## src/rtl/qpd_pkg.sv

```systemverilog
package qpd_pkg;
    localparam int unsigned FSEL_W = 3;
    localparam int unsigned DIV_W  = 4;
    localparam int unsigned ADDR_CTRL   = 0;
    localparam int unsigned ADDR_MAX    = 1;
    localparam int unsigned ADDR_POS    = 2;
    localparam int unsigned ADDR_IRQCLR = 3;

    typedef struct packed {
        logic [DIV_W-1:0]  div;
        logic [FSEL_W-1:0] fsel;
        logic              idx_en;
        logic              swap;
        logic              timer;
        logic              x4;
        logic              en;
    } ctrl_t;

    localparam int unsigned CTRL_W = $bits(ctrl_t);
endpackage

```

## src/rtl/qpd_filter.sv

```systemverilog
module qpd_filter #(
    parameter int unsigned FSELW = 3
) (
    input  logic             clk,
    input  logic             rst_n,
    input  logic             tick,
    input  logic [FSELW-1:0] fsel,
    input  logic             din,
    output logic             dout
);
    localparam int unsigned CNTW = (1 << FSELW);

    typedef struct packed {
        logic [1:0]      sync;
        logic            out;
        logic [CNTW-1:0] cnt;
    } flt_t;

    flt_t q, d;
    logic [CNTW-1:0] need;
    logic [CNTW-1:0] cnt_inc;

    always_comb begin
        need    = CNTW'(1) << fsel;
        cnt_inc = q.cnt + CNTW'(1);
        d       = q;
        d.sync  = {q.sync[0], din};
        if (tick) begin
            if (q.sync[1] != q.out) begin
                if (cnt_inc >= need) begin
                    d.out = q.sync[1];
                    d.cnt = '0;
                end else begin
                    d.cnt = cnt_inc;
                end
            end else begin
                d.cnt = '0;
            end
        end
    end

    always_ff @(posedge clk or negedge rst_n) begin
        if (!rst_n) q <= '0;
        else        q <= d;
    end

    assign dout = q.out;

    assert_filt_tick_R9: assert property (@(posedge clk) disable iff (!rst_n)
        !tick |=> (dout == $past(dout)));
endmodule

```

## src/rtl/qpd_decode.sv

```systemverilog
module qpd_decode (
    input  logic clk,
    input  logic rst_n,
    input  logic a,
    input  logic b,
    input  logic idx,
    input  logic x4,
    input  logic swap,
    output logic ev,
    output logic up,
    output logic idx_rise
);
    typedef struct packed {
        logic a;
        logic b;
        logic i;
    } prev_t;

    prev_t q, d;
    logic ea, eb;

    always_comb begin
        d        = '{a: a, b: b, i: idx};
        ea       = a ^ q.a;
        eb       = b ^ q.b;
        ev       = x4 ? (ea ^ eb) : (ea & ~eb);
        up       = a ^ q.b ^ swap;
        idx_rise = idx & ~q.i;
    end

    always_ff @(posedge clk or negedge rst_n) begin
        if (!rst_n) q <= '0;
        else        q <= d;
    end

    assert_x2_a_only_R3: assert property (@(posedge clk) disable iff (!rst_n)
        (!x4 && ev) |-> (a != q.a && b == q.b));
endmodule

```

## src/rtl/quad_pos_decoder.sv

```systemverilog
module quad_pos_decoder
    import qpd_pkg::*;
#(
    parameter int unsigned CW = 16
) (
    input  logic          clk,
    input  logic          rst_n,
    input  logic          enc_a,
    input  logic          enc_b,
    input  logic          enc_idx,
    input  logic          cfg_we,
    input  logic [1:0]    cfg_addr,
    input  logic [CW-1:0] cfg_wdata,
    output logic [CW-1:0] pos_o,
    output logic          dir_o,
    output logic          irq_o
);
    localparam int unsigned NIN = 3;

    typedef struct packed {
        ctrl_t            ctrl;
        logic [CW-1:0]    pos;
        logic [CW-1:0]    max;
        logic             dir;
        logic             irq;
        logic [DIV_W-1:0] divcnt;
    } st_t;

    st_t q, d;
    logic           tick;
    logic [NIN-1:0] raw, filt;
    logic           dec_ev, dec_up, dec_idx;
    logic           ev, up, idx_hit;
    logic           wr_ctrl, wr_max, wr_pos, wr_clr;
    logic           set_irq;

    assign tick = (q.divcnt == q.ctrl.div);
    assign raw  = {enc_idx, enc_b, enc_a};

    generate
        for (genvar gi = 0; gi < NIN; gi++) begin : g_flt
            qpd_filter #(.FSELW(FSEL_W)) u_flt (
                .clk  (clk),
                .rst_n(rst_n),
                .tick (tick),
                .fsel (q.ctrl.fsel),
                .din  (raw[gi]),
                .dout (filt[gi])
            );
        end
    endgenerate

    qpd_decode u_dec (
        .clk     (clk),
        .rst_n   (rst_n),
        .a       (filt[0]),
        .b       (filt[1]),
        .idx     (filt[2]),
        .x4      (q.ctrl.x4),
        .swap    (q.ctrl.swap),
        .ev      (dec_ev),
        .up      (dec_up),
        .idx_rise(dec_idx)
    );

    always_comb begin
        wr_ctrl = cfg_we && (cfg_addr == 2'(ADDR_CTRL));
        wr_max  = cfg_we && (cfg_addr == 2'(ADDR_MAX));
        wr_pos  = cfg_we && (cfg_addr == 2'(ADDR_POS));
        wr_clr  = cfg_we && (cfg_addr == 2'(ADDR_IRQCLR)) && cfg_wdata[0];

        ev      = 1'b0;
        up      = 1'b0;
        if (q.ctrl.en) begin
            if (q.ctrl.timer) begin
                ev = 1'b1;
                up = 1'b1;
            end else begin
                ev = dec_ev;
                up = dec_up;
            end
        end
        idx_hit = q.ctrl.en && !q.ctrl.timer && q.ctrl.idx_en && dec_idx;

        d        = q;
        set_irq  = 1'b0;
        d.divcnt = tick ? '0 : q.divcnt + DIV_W'(1);

        if (idx_hit) begin
            d.pos = q.dir ? '0 : q.max;
        end else if (ev) begin
            d.dir = up;
            if (up) begin
                if (q.pos == q.max) begin
                    d.pos   = '0;
                    set_irq = 1'b1;
                end else begin
                    d.pos = q.pos + CW'(1);
                end
            end else begin
                if (q.pos == '0) begin
                    d.pos   = q.max;
                    set_irq = 1'b1;
                end else begin
                    d.pos = q.pos - CW'(1);
                end
            end
        end

        if (wr_ctrl) d.ctrl = ctrl_t'(cfg_wdata[CTRL_W-1:0]);
        if (wr_max)  d.max  = cfg_wdata;
        if (wr_pos)  d.pos  = cfg_wdata;
        if (set_irq)     d.irq = 1'b1;
        else if (wr_clr) d.irq = 1'b0;
    end

    always_ff @(posedge clk or negedge rst_n) begin
        if (!rst_n) begin
            q       <= '0;
            q.max   <= '1;
        end else begin
            q <= d;
        end
    end

    assign pos_o = q.pos;
    assign dir_o = q.dir;
    assign irq_o = q.irq;

    assert_wrap_up_R6: assert property (@(posedge clk) disable iff (!rst_n)
        (ev && up && !idx_hit && !wr_pos && q.pos == q.max) |=> (pos_o == '0 && irq_o));

    assert_wrap_dn_R7: assert property (@(posedge clk) disable iff (!rst_n)
        (ev && !up && !idx_hit && !wr_pos && q.pos == '0) |=> (pos_o == $past(q.max) && irq_o));

    assert_irq_sticky_R7: assert property (@(posedge clk) disable iff (!rst_n)
        (irq_o && !wr_clr) |=> irq_o);

    assert_timer_step_R10: assert property (@(posedge clk) disable iff (!rst_n)
        (q.ctrl.en && q.ctrl.timer && !wr_pos && q.pos != q.max) |=> (pos_o == $past(pos_o) + CW'(1)));

    assert_hold_off_R11: assert property (@(posedge clk) disable iff (!rst_n)
        (!q.ctrl.en && !wr_pos) |=> (pos_o == $past(pos_o)));
endmodule

```

## config.mk

```make
export PLATFORM = sky130hd
export DESIGN_NAME = quad_pos_decoder
export DESIGN_NICKNAME = d
export VERILOG_FILES = /design/src/rtl/qpd_pkg.sv /design/src/rtl/qpd_filter.sv /design/src/rtl/qpd_decode.sv /design/src/rtl/quad_pos_decoder.sv
export SDC_FILE = /design/constraint.sdc
export NUM_CORES = 1
export LEC_CHECK = 0
export CAP_MARGIN = 15
export CORE_MARGIN = 5
export CORE_UTILIZATION = 50
export CTS_BUF_LIST = sky130_fd_sc_hd__clkbuf_16
export DETAILED_ROUTE_END_ITERATION = 12
export DONT_BUFFER_PORTS = 1
export REMOVE_ABC_BUFFERS = 1
export SYNTH_ARGS = -nofsm -noshare
export SYNTH_HDL_FRONTEND = slang
export SYNTH_SLANG_ARGS = --single-unit
```

## constraint.sdc

```tcl
create_clock -name clk -period 3.7 [get_ports clk]
set_input_delay 0.37 -clock clk [delete_from_list [all_inputs] [get_ports clk]]
set_output_delay 0.37 -clock clk [all_outputs]
set_load 0.01 [all_outputs]
```

==> results of run 1 <==
## worst register-to-register path, cell delays in order, from the launching register on
cell and delay (ns):
dfrtp_1 0.45, nor3_1 0.45, ha_1 0.32, nand2b_1 0.14, a21oi_1 0.13, o21ai_0 0.14, a221oi_1 0.67, nor2_1 0.09
mux2_2 0.29
## cells by family after synthesis
kind of cell	synth area share
AO/OA/AOI/OAI	0.1475
XOR/XNOR	0.09698
adder cells (fa/ha/maj)	0.06851
buffers and inverters	0.05052
flip-flops	0.3717
multiplexers	0.06315
AND/OR/NAND/NOR	0.2017
## power by group through the flow
stage / sequential, W / clock, W / combinational [W]
floorplan: 0.00160 / 0 / 0.00129
global placement: 0.00174 / 0 / 0.00159
detailed placement: 0.00175 / 0 / 0.00161
CTS: 0.00173 / 0.000848 / 0.00164
global route: 0.00179 / 0.000892 / 0.00184
finish: 0.00174 / 0.000822 / 0.00165
## cell usage in the layout (no fill, tap or decap), types with 3 or more instances in the layout
cell type,netlist,final
ha_1,32,32
or3b_2,3,3
o211ai_1,4,4
a211o_1,3,3
nand4_1,11,11
a221oi_1,5,5
or4_1,3,3
buf_4,16,3
nand3b_1,7,7
inv_1,6,9
mux2_2,31,31
nor4_4,4,4
dfstp_2,16,16
o21a_1,4,4
nor2b_1,6,6
and3_1,11,11
nand2_1,62,62
clkbuf_16,0,9
o21ai_1,3,3
xor2_1,17,17
a32o_1,7,7
xnor2_1,45,45
nand3_1,25,25
a222oi_1,5,5
nor3_1,6,6
o22ai_1,7,7
a21o_1,14,14
nor2_1,42,42
dfrtp_1,70,70
nand2b_1,18,18
o21ai_0,17,17
a21oi_1,29,29
a31oi_1,4,4
or2_2,4,4
and2_1,4,4
## Yosys cell counts (all sizes together) (11+ instances only)
library cell	instances
nand2b	18
nand3	25
mux2	31
xnor2	45
nand2	62
a21o	14
nand4	12
buf	32
ha	32
and3	11
o21ai	21
clkbuf	18
a21oi	29
nor2	42
dfstp	16
dfrtp	70
xor2	17
## stage by stage
stage / cells / area (sq um) / hold slack (ns) / util
3_3_place_gp: 707 / 5778 / 0.07759 / 0.5060
4_1_cts: 725 / 6077 / 0.03507 / 0.5322
3_5_place_dp: 707 / 5778 / 0.07698 / 0.5060
6_report: 725 / 6077 / 0.04726 / 0.5322
5_1_grt: 725 / 6077 / 0.02612 / 0.5322
2_1_floorplan: 561 / 5572 / 0.07441 / -
## cell type report
cell class	instances	area (sq um)
multi-input combinational	469	3382
inverter	6	22.52
timing repair buffer	5	60.06
tap	143	178.9
fill	1057	5341
sequential	86	2172
clock inverter	7	36.28
clock buffer	9	225.2
## sequential cells by signal (all words and copies together), names as in the netlist
signal,count
irq_o,1
g_flt.u_flt.dout,3
dir_o,1
q,32
g_flt.u_flt.d,3
g_flt.u_flt.q,27
u_dec.q,3
pos_o,16
## layer usage
| metal | vias to the layer above | part of all wire | wire, um | GRT usage |
|---|---|---|---|---|
| li1 | 2119 | - | - | - |
| met1 | 2179 | 0.48 | 6575 | 0.2895 |
| met2 | 113 | 0.44 | 6017 | 0.2985 |
| met3 | 12 | 0.067 | 911 | 0.06487 |
| met4 | 0 | 0.011 | 147 | 0.05018 |
| met5 | - | 0 | 0 | 0 |
## timing repair
action	4_1_cts	5_1_grt
buffers inserted	0	0
hold buffers	2	0
hold endpoints to repair	86	0
## worst min-delay path by stage
stage,start,to,slack [ns],cells after the start
after floorplan,rst_n,dir_o,0.07,0
after detailed placement,rst_n,pos_o[4],0.08,0
final,enc_idx,g_flt[2].u_flt.d[10],0.05,0
after global placement,rst_n,pos_o[4],0.08,0
after CTS,enc_b,g_flt[1].u_flt.d[10],0.04,0
after global routing,enc_b,g_flt[1].u_flt.d[10],0.03,0
==> flow_summary.json, run 1 <==
{
  "rr_worst_depth": 8,
  "crit_type": "reg -> reg",
  "slew_violations": 0,
  "die-area_sq_um": 13950,
  "rows": 39,
  "antenna_found_initial": 0,
  "finalSetupViolCount": 0,
  "drtAntennaViolNets": 0,
  "vias_per_cell": 6.101,
  "power_switching_w": 0.001773,
  "htree_levels": 3,
  "critPathBufInv": 0,
  "drc": 0,
  "worst_path_max_delay_cell": "a221oi_1",
  "cp.arrival_ns": 3.03,
  "gp_congestion": 0.8730,
  "area_growth_pct": 3.982,
  "diodes": 0,
  "start_util": 0.5118,
  "yosysTopAreaCellShare": 0.2997,
  "power.density_nw_per_um2": 691.9,
  "max_clock_freq_mhz": 357.3,
  "cts.repair.resized": 0,
  "swShare": 0.4217,
  "finalCritPeriodShare": 0.7564,
  "finalSetupTns_ns": 0,
  "async_flop_share": 1.000,
  "grt_max_degree": 87,
  "cp-start-kind": "flip-flop",
  "r2r_start": "q[43]",
  "cts-root-buf": "clkbuf_16",
  "status": "complete, no violations",
  "critPathTopFamily": "compound AO/OA/AOI/OAI gates",
  "netlist_area_sq_um": 5844,
  "worstSetupEndpointType": "flip-flop",
  "avgSynthCellArea_sq_um": 9.565,
  "cp-endpoint": "g_flt[1].u_flt.dout",
  "worstPathCellList": "nor3_1 -> ha_1 -> nand2b_1 -> a21oi_1 -> o21ai_0 -> a221oi_1 -> nor2_1 -> mux2_2",
  "ir_worst_vdd_v": 0.0005041,
  "hold_viol": 0,
  "ys_types": 65,
  "worstHoldPathType": "in -> reg",
  "synth.top_cells.by_area": "dfrtp_1, dfstp_2, ha_1",
  "r2r_slack_ns": 0.90,
  "synth_cells": 611,
  "synth_ff_type": "dfrtp_1",
  "cts_buffers": 9,
  "post-place-ws_ns": 0.8683,
  "first_pass_iters": 6,
  "p_leak_nw": 2.629,
  "worst-path-stages": 8,
  "netlist.top_cell.by_area": "dfrtp_1",
  "nets": 633,
  "overflow": 0,
  "seqPwrFrac": 0.413,
  "critPathMaxStageDelay_ns": 0.67,
  "wire_per_inst_um": 18.83,
  "drt_wl_total_um": 13650,
  "grt_usage": 0.2026,
  "required_ns": 3.93,
  "clock_latency_ns": 0.35,
  "io_buffers": 0,
  "vias": 4423,
  "layout_setup_ws_ns": 0.9014,
  "core_sq_um": 11420,
  "relSlewSlack": 0.3173,
  "worstPathMaxFanout": 9,
  "p_int_w": 0.002432,
  "die_w_um": 118.1,
  "cts.clk_slew.worst_paths_ns": 0.06,
  "ios": 42,
  "finClkSkew_ns": 0.005903,
  "cp-startpoint": "q[43]",
  "synth_seq_cells": 86,
  "drt_iter0_drc": 373,
  "cts.path.max_buffers": 2,
  "synth_edf_count": 0,
  "max_cap_viol_count": 0,
  "min_period_ns": 2.799,
  "pwr-share-clk": 0.195,
  "grt_first_pass_wirelength_um": 23010,
  "yosysWarnings": 0,
  "worst_pin_slew_ns": 1.020,
  "cts_sinks": 86,
  "hpwl_um": 9690,
  "total_power_w": 0.004205,
  "cts_tree": "done",
  "ys_seq_area_frac": 0.3717,
  "r2r-end": "g_flt[1].u_flt.dout",
  "power_frac_comb": 0.392,
  "grt_pass1_vias": 4387,
  "final_layout_size_suffix_gt1_frac": 0.1426,
  "die_h_um": 118.1,
  "rsz0062_at_grt": "false"
}
(Power assumes the default switching activity.)
==> run 2: changes to the inputs <==
Settings changed: ABC_AREA from default to 1, PLACE_DENSITY from default to 0.68.
Clock period 3.7 ns to 2.4 ns, I/O delays scaled along.
==> flow_summary.json, run 2 <==
{
  "netlist_area_sq_um": 6316,
  "yosysMostFrequentCell": "nand2_1",
  "critPathMaxStageDelay_ns": 0.42,
  "crit_type": "reg -> reg",
  "top_register": "q",
  "whs_ns": 0.01847,
  "rsz0062_at_grt": "true",
  "numPlacedInstances": 1067,
  "grt_pass1_vias": 5257,
  "final_area_sq_um": 6923,
  "worst_pin_slew_ns": 0.8528,
  "async_flop_share": 1.000,
  "first_pass_iters": 5,
  "finalSetupTns_ns": 0,
  "relSlewSlack": 0.4298,
  "synthAdderAreaFrac": 0.06339,
  "synth.top_cells.by_area": "dfrtp_1, nand2_1, inv_1",
  "synth_ff_type": "dfrtp_1",
  "diodes": 0,
  "status": "complete, no violations",
  "required_ns": 2.61,
  "finClkSkew_ns": 0.01166,
  "ir_worst_vdd_v": 0.0005363,
  "cp.arrival_ns": 2.45,
  "synth_cells": 914,
  "min_period_ns": 2.245,
  "overflow": 0,
  "synth_top_family_by_area": "simple AND/OR/NAND/NOR gates",
  "fin_cells": 1093,
  "synth_xor_area_frac": 0.05269,
  "cts-root-buf": "clkbuf_16",
  "nets": 972,
  "grt_usage": 0.2154,
  "cts_tree": "done",
  "synth_compound_area_frac": 0.1147,
  "hold_start": "cfg_wdata[13]",
  "clock_latency_ns": 0.34,
  "yosysTopAreaCellShare": 0.2773,
  "critPathBufInv": 2,
  "rows": 41,
  "hpwl_um": 11050,
  "yosysWarnings": 0,
  "die_h_um": 122.4,
  "cts_sinks": 86,
  "cts.path.max_buffers": 2,
  "total_power_w": 0.007289,
  "vias": 5572,
  "cp-startpoint": "g_flt[1].u_flt.q[1]",
  "synth_common_cells": "nand2_1, inv_1, dfrtp_1",
  "final_cell_mix": "nand2_1, inv_1, dfrtp_1",
  "worst_path_max_delay_cell": "dfrtp_1",
  "yosys.area_share.simple": 0.3047,
  "vias_per_cell": 5.098,
  "ios": 42,
  "drt_iter0_drc": 515,
  "slew_violations": 0,
  "io_buffers": 0,
  "gp_congestion": 0.9365,
  "critPathTopFamily": "simple AND/OR/NAND/NOR gates",
  "cts_buffers": 9,
  "fillers": 1248,
  "cp-start-kind": "flip-flop",
  "antenna_found_initial": 0,
  "avgSynthCellArea_sq_um": 6.910,
  "final_layout_size_suffix_gt1_frac": 0.1216,
  "worstSetupEndpointType": "flip-flop",
  "p_leak_nw": 3.521,
  "drt_wl_total_um": 15370,
  "r2r_start": "g_flt[1].u_flt.q[1]",
  "dpl-instance-area_sq_um": 6422,
  "die-area_sq_um": 14980,
  "start_util": 0.5046,
  "finalSetupViolCount": 0,
  "final_common_cell": "nand2_1",
  "htree_levels": 3,
  "worstHoldPathType": "in -> reg",
  "wire_per_inst_um": 14.06,
  "ys_types": 34,
  "netlist.top_cell.by_area": "dfrtp_1",
  "max_clock_freq_mhz": 445.5,
  "drtAntennaViolNets": 0,
  "hold_viol": 0,
  "ys_seq_area_frac": 0.3439,
  "max_cap_viol_count": 0,
  "drc": 0,
  "cts.clk_slew.worst_paths_ns": 0.07,
  "synth_seq_cells": 86,
  "worstPathMaxFanout": 8,
  "finalCritPeriodShare": 0.9352,
  "core_sq_um": 12520,
  "largest_register_ffs": 32,
  "area_growth_pct": 9.608,
  "grt_first_pass_wirelength_um": 25880,
  "die_w_um": 122.4,
  "worstPathCellList": "ha_2 -> nand3_1 -> nor3_2 -> xnor2_1 -> inv_1 -> ha_1 -> nand2_1 -> nor2_2 -> nand4_1 -> o2111ai_1 -> buf_4 -> o22ai_1",
  "power.density_nw_per_um2": 1053,
  "grt_max_degree": 87,
  "synth_mux_area_frac": 0,
  "synth_edf_count": 0
}
-- run 2: cell count changes after synthesis, moves of 14 or more --
| cell | previous run | this run |
|---|---|---|
| nor2_1 | 42 | 67 |
| nand2_1 | 62 | 287 |
| inv_1 | 6 | 116 |
| nand2b_1 | 18 | 0 |
| a21o_1 | 14 | 0 |
| mux2_2 | 31 | 0 |
| nand3_1 | 25 | 68 |
| o21ai_0 | 17 | 64 |
| xnor2_1 | 45 | 8 |
-- run 2: report_power, final --
part | switching, W | internal (W)
combinational | 0.00217 | 0.00139
sequential | 0.000469 | 0.00183
clock | 0.000612 | 0.000812
-- run 2: metrics by stage --
stage	setup slack [ns]	util
6_report	0.1555	0.5531
3_3_place_gp	0.2105	0.5131
4_1_cts	0.09621	0.5424
2_1_floorplan	0.1719	-
3_5_place_dp	0.1263	0.5131
5_1_grt	-0.04915	0.5531
-- run 2: timing repair --
| item | in CTS | in global routing |
|---|---|---|
| hold endpoints to repair | 89 | 0 |
| hold buffers | 5 | 0 |
| setup endpoints to repair | 0 | 27 |
| gates resized for setup | 0 | 25 |
| setup buffers | 0 | 5 |
-- run 2: cell type report --
class | count | area, sq um | area share
repair buffers | 37 | 311.5 | 0.04500
multi-input cells | 662 | 3473 | 0.5017
clock inverters | 7 | 73.82 | 0.01066
inverters | 120 | 450.4 | 0.06506
well taps | 172 | 215.2 | 0.03109
flip-flops and latches | 86 | 2173 | 0.3139
clock buffers | 9 | 225.2 | 0.03253
-- run 2: logic make-up (layout without fill, tap and decap cells) --
logic type               count (synthesis)  count (layout)
adder cells (fa/ha/maj)                 32              32
flip-flops                              86              86
AO/OA/AOI/OAI                          131             131
buffers and inverters                  166             173
XOR/XNOR                                38              38
AND/OR/NAND/NOR                        461             461
-- run 2: worst paths after layout --
| check | end | slack [ns] | depth (start not counted) |
|---|---|---|---|
| max reg2reg | g_flt[1].u_flt.q[3] | 0.16 | 12 |
| min reg2reg | g_flt[1].u_flt.q[10] | 0.36 | 0 |
| min | q[19] | 0.02 | 2 |
| max | g_flt[1].u_flt.q[3] | 0.16 | 12 |
| min in group asynchronous | pos_o[12] | 0.50 | 2 |
| max in group asynchronous | q[16] | 1.52 | 2 |
-- run 2: layer usage --
metal / GRT usage / vias up / share of wire
li1: - / 2893 / -
met1: 0.3005 / 2533 / 0.47
met2: 0.3446 / 129 / 0.46
met3: 0.03733 / 17 / 0.049
met4: 0.06298 / 0 / 0.018
met5: 0 / - / 0
==> run 3: changes to the inputs <==
Settings changed: CAP_MARGIN 15 to default.
Clock period 2.4 ns to 1.9 ns, I/O delays scaled along.
==> flow_summary.json, run 3 (same netlist as run 2, synthesis figures left out) <==
{
  "hpwl_um": 12000,
  "diodes": 0,
  "utilization": 0.6514,
  "ios": 42,
  "layout_setup_ws_ns": -0.2612,
  "critPathMaxStageDelay_ns": 0.39,
  "swShare": 0.4415,
  "vias_per_cell": 5.130,
  "slew_violations": 0,
  "worstPathCellList": "nand3_2 -> nor3_2 -> nand2_1 -> xor2_1 -> inv_1 -> ha_4 -> nand2_4 -> nor2_4 -> nand4_1 -> o2111ai_2 -> nand2_1 -> o21ai_1 -> inv_1",
  "finClkSkew_ns": 0.01328,
  "rows": 41,
  "area_growth_pct": 29.10,
  "cp-start-kind": "flip-flop",
  "cts_buffers": 9,
  "drt_iter0_drc": 395,
  "fillers": 1120,
  "worst_path_max_delay_cell": "dfrtp_1",
  "die_h_um": 122.4,
  "max_cap_viol_count": 0,
  "overflow": 0,
  "io_buffers": 0,
  "htree_levels": 3,
  "power_frac_comb": 0.545,
  "min_period_ns": 2.161,
  "grt_pass1_vias": 6005,
  "required_ns": 2.15,
  "cp.arrival_ns": 2.41,
  "cts_hold_buf": 9,
  "grt_max_degree": 87,
  "dpl-instance-area_sq_um": 7093,
  "worstPathMaxFanout": 3,
  "finalSetupTns_ns": -5.729,
  "worst_pin_slew_ns": 0.4162,
  "final_layout_size_suffix_gt1_frac": 0.2741,
  "largest_register_ffs": 32,
  "cts_tree": "done",
  "ir_worst_vdd_v": 0.0007474,
  "worstSetupEndpointType": "flip-flop",
  "core_sq_um": 12520,
  "gp_congestion": 0.9710,
  "multi_input_area_sq_um": 3801,
  "finalCritPeriodShare": 1.137,
  "grt_usage": 0.2433,
  "power.density_nw_per_um2": 1292,
  "vias": 6161,
  "p_int_w": 0.005883,
  "start_util": 0.5046,
  "die-area_sq_um": 14980,
  "first_pass_iters": 5,
  "drtAntennaViolNets": 0,
  "final_area_sq_um": 8154,
  "power_switching_w": 0.004650,
  "max_clock_freq_mhz": 462.7,
  "top_register": "q",
  "status": "finished with violations",
  "grt_first_pass_wirelength_um": 28820,
  "final_cell_mix": "nand2_1, buf_4, inv_1",
  "p_leak_nw": 4.147,
  "seqPwrFrac": 0.273,
  "relSlewSlack": 0.7208,
  "final_common_cell": "nand2_1",
  "antenna_found_initial": 0,
  "regArea_sq_um": 2180,
  "numPlacedInstances": 1153,
  "finalSetupViolCount": 27,
  "clock_latency_ns": 0.36,
  "rsz0062_at_grt": "true",
  "violations": "negative hold slack, negative setup slack",
  "pwr-share-clk": 0.181,
  "wire_per_inst_um": 14.72,
  "whs_ns": -0.4746,
  "fin_cells": 1201,
  "hold_viol": 86,
  "cts-root-buf": "clkbuf_16",
  "die_w_um": 122.4,
  "cts.clk_slew.worst_paths_ns": 0.08,
  "worstHoldPathType": "in -> async",
  "cts_sinks": 86,
  "crit_type": "reg -> reg",
  "cts.path.max_buffers": 2,
  "drc": 0,
  "drt_wl_total_um": 17680,
  "nets": 1080
}
-- run 3: cell count changes in the layout (fill, tap and decap cells not counted), moves of 6 or more --
cell,delta
nor2_1,-11
o22ai_1,-9
o22ai_2,+8
buf_6,+7
nand2_1,-9
o21ai_0,-9
buf_4,+93
nor2_4,+6
o21ai_2,+14
nand2_2,+7
-- run 3: path summary, 6_finish.rpt --
check                                          start                    to  slack, ns  cells after the start
worst min register to register  g_flt[0].u_flt.d[10]  g_flt[0].u_flt.q[10]       0.35                      0
min in group clk                        cfg_wdata[2]                  q[8]          0                      2
worst max register to register   g_flt[1].u_flt.q[1]   g_flt[1].u_flt.dout      -0.26                     13
worst max-delay path             g_flt[1].u_flt.q[1]   g_flt[1].u_flt.dout      -0.26                     13
worst min-delay path                           rst_n  g_flt[1].u_flt.d[10]      -0.47                      0
max in group asynchronous                      rst_n                 q[14]       2.15                      0
-- run 3: timing repair --
item,4_1_cts,5_1_grt
setup buffers,12,10
gates resized for setup,51,72
endpoints found under the hold margin,95,86
endpoints found under the setup margin,31,44
pin swaps,14,28
cloned,0,1
-- run 3: power by group through the flow --
stage	Clock, W	Combinational (W)	Sequential (W)
6_report	0.00191	0.00575	0.00288
5_1_grt	0.00204	0.00643	0.00294
3_5_place_dp	0	0.00496	0.00285
4_1_cts	0.00194	0.00528	0.00283
2_1_floorplan	0	0.00299	0.00292
3_3_place_gp	0	0.00489	0.00284
-- run 3: cell type report --
class | instances | area share
multi-input combinational | 662 | 0.4662
sequential | 86 | 0.2673
timing repair buffer | 145 | 0.1461
inverter | 120 | 0.05555
clock buffer | 9 | 0.02762
tap | 172 | 0.02639
clock inverter | 7 | 0.01089
-- run 3: per-stage QoR --
stage               total power, W  setup WS [ns]
floorplan                 0.005907        -0.3281
global placement          0.007728        -0.2424
detailed placement        0.007814        -0.3294
CTS                        0.01004        -0.1994
global route               0.01141        -0.4147
finish                     0.01053        -0.2612
-- run 3: metal layers --
layer / track usage / vias to the layer above / share of wire
li1: - / 3119 / -
met1: 0.3257 / 2871 / 0.45
met2: 0.3923 / 135 / 0.49
met3: 0.04286 / 36 / 0.040
met4: 0.09657 / 0 / 0.023
met5: 0 / - / 0
-- run 3: worst max-delay path: cells and delay by family, from the launching register on --
kind | cells | cell delay, ns
buffers and inverters | 2 | 0.15
XOR/XNOR | 1 | 0.18
AND/OR/NAND/NOR | 7 | 0.77
AO/OA/AOI/OAI | 2 | 0.26
flip-flops | 1 | 0.39
adder cells (fa/ha/maj) | 1 | 0.29
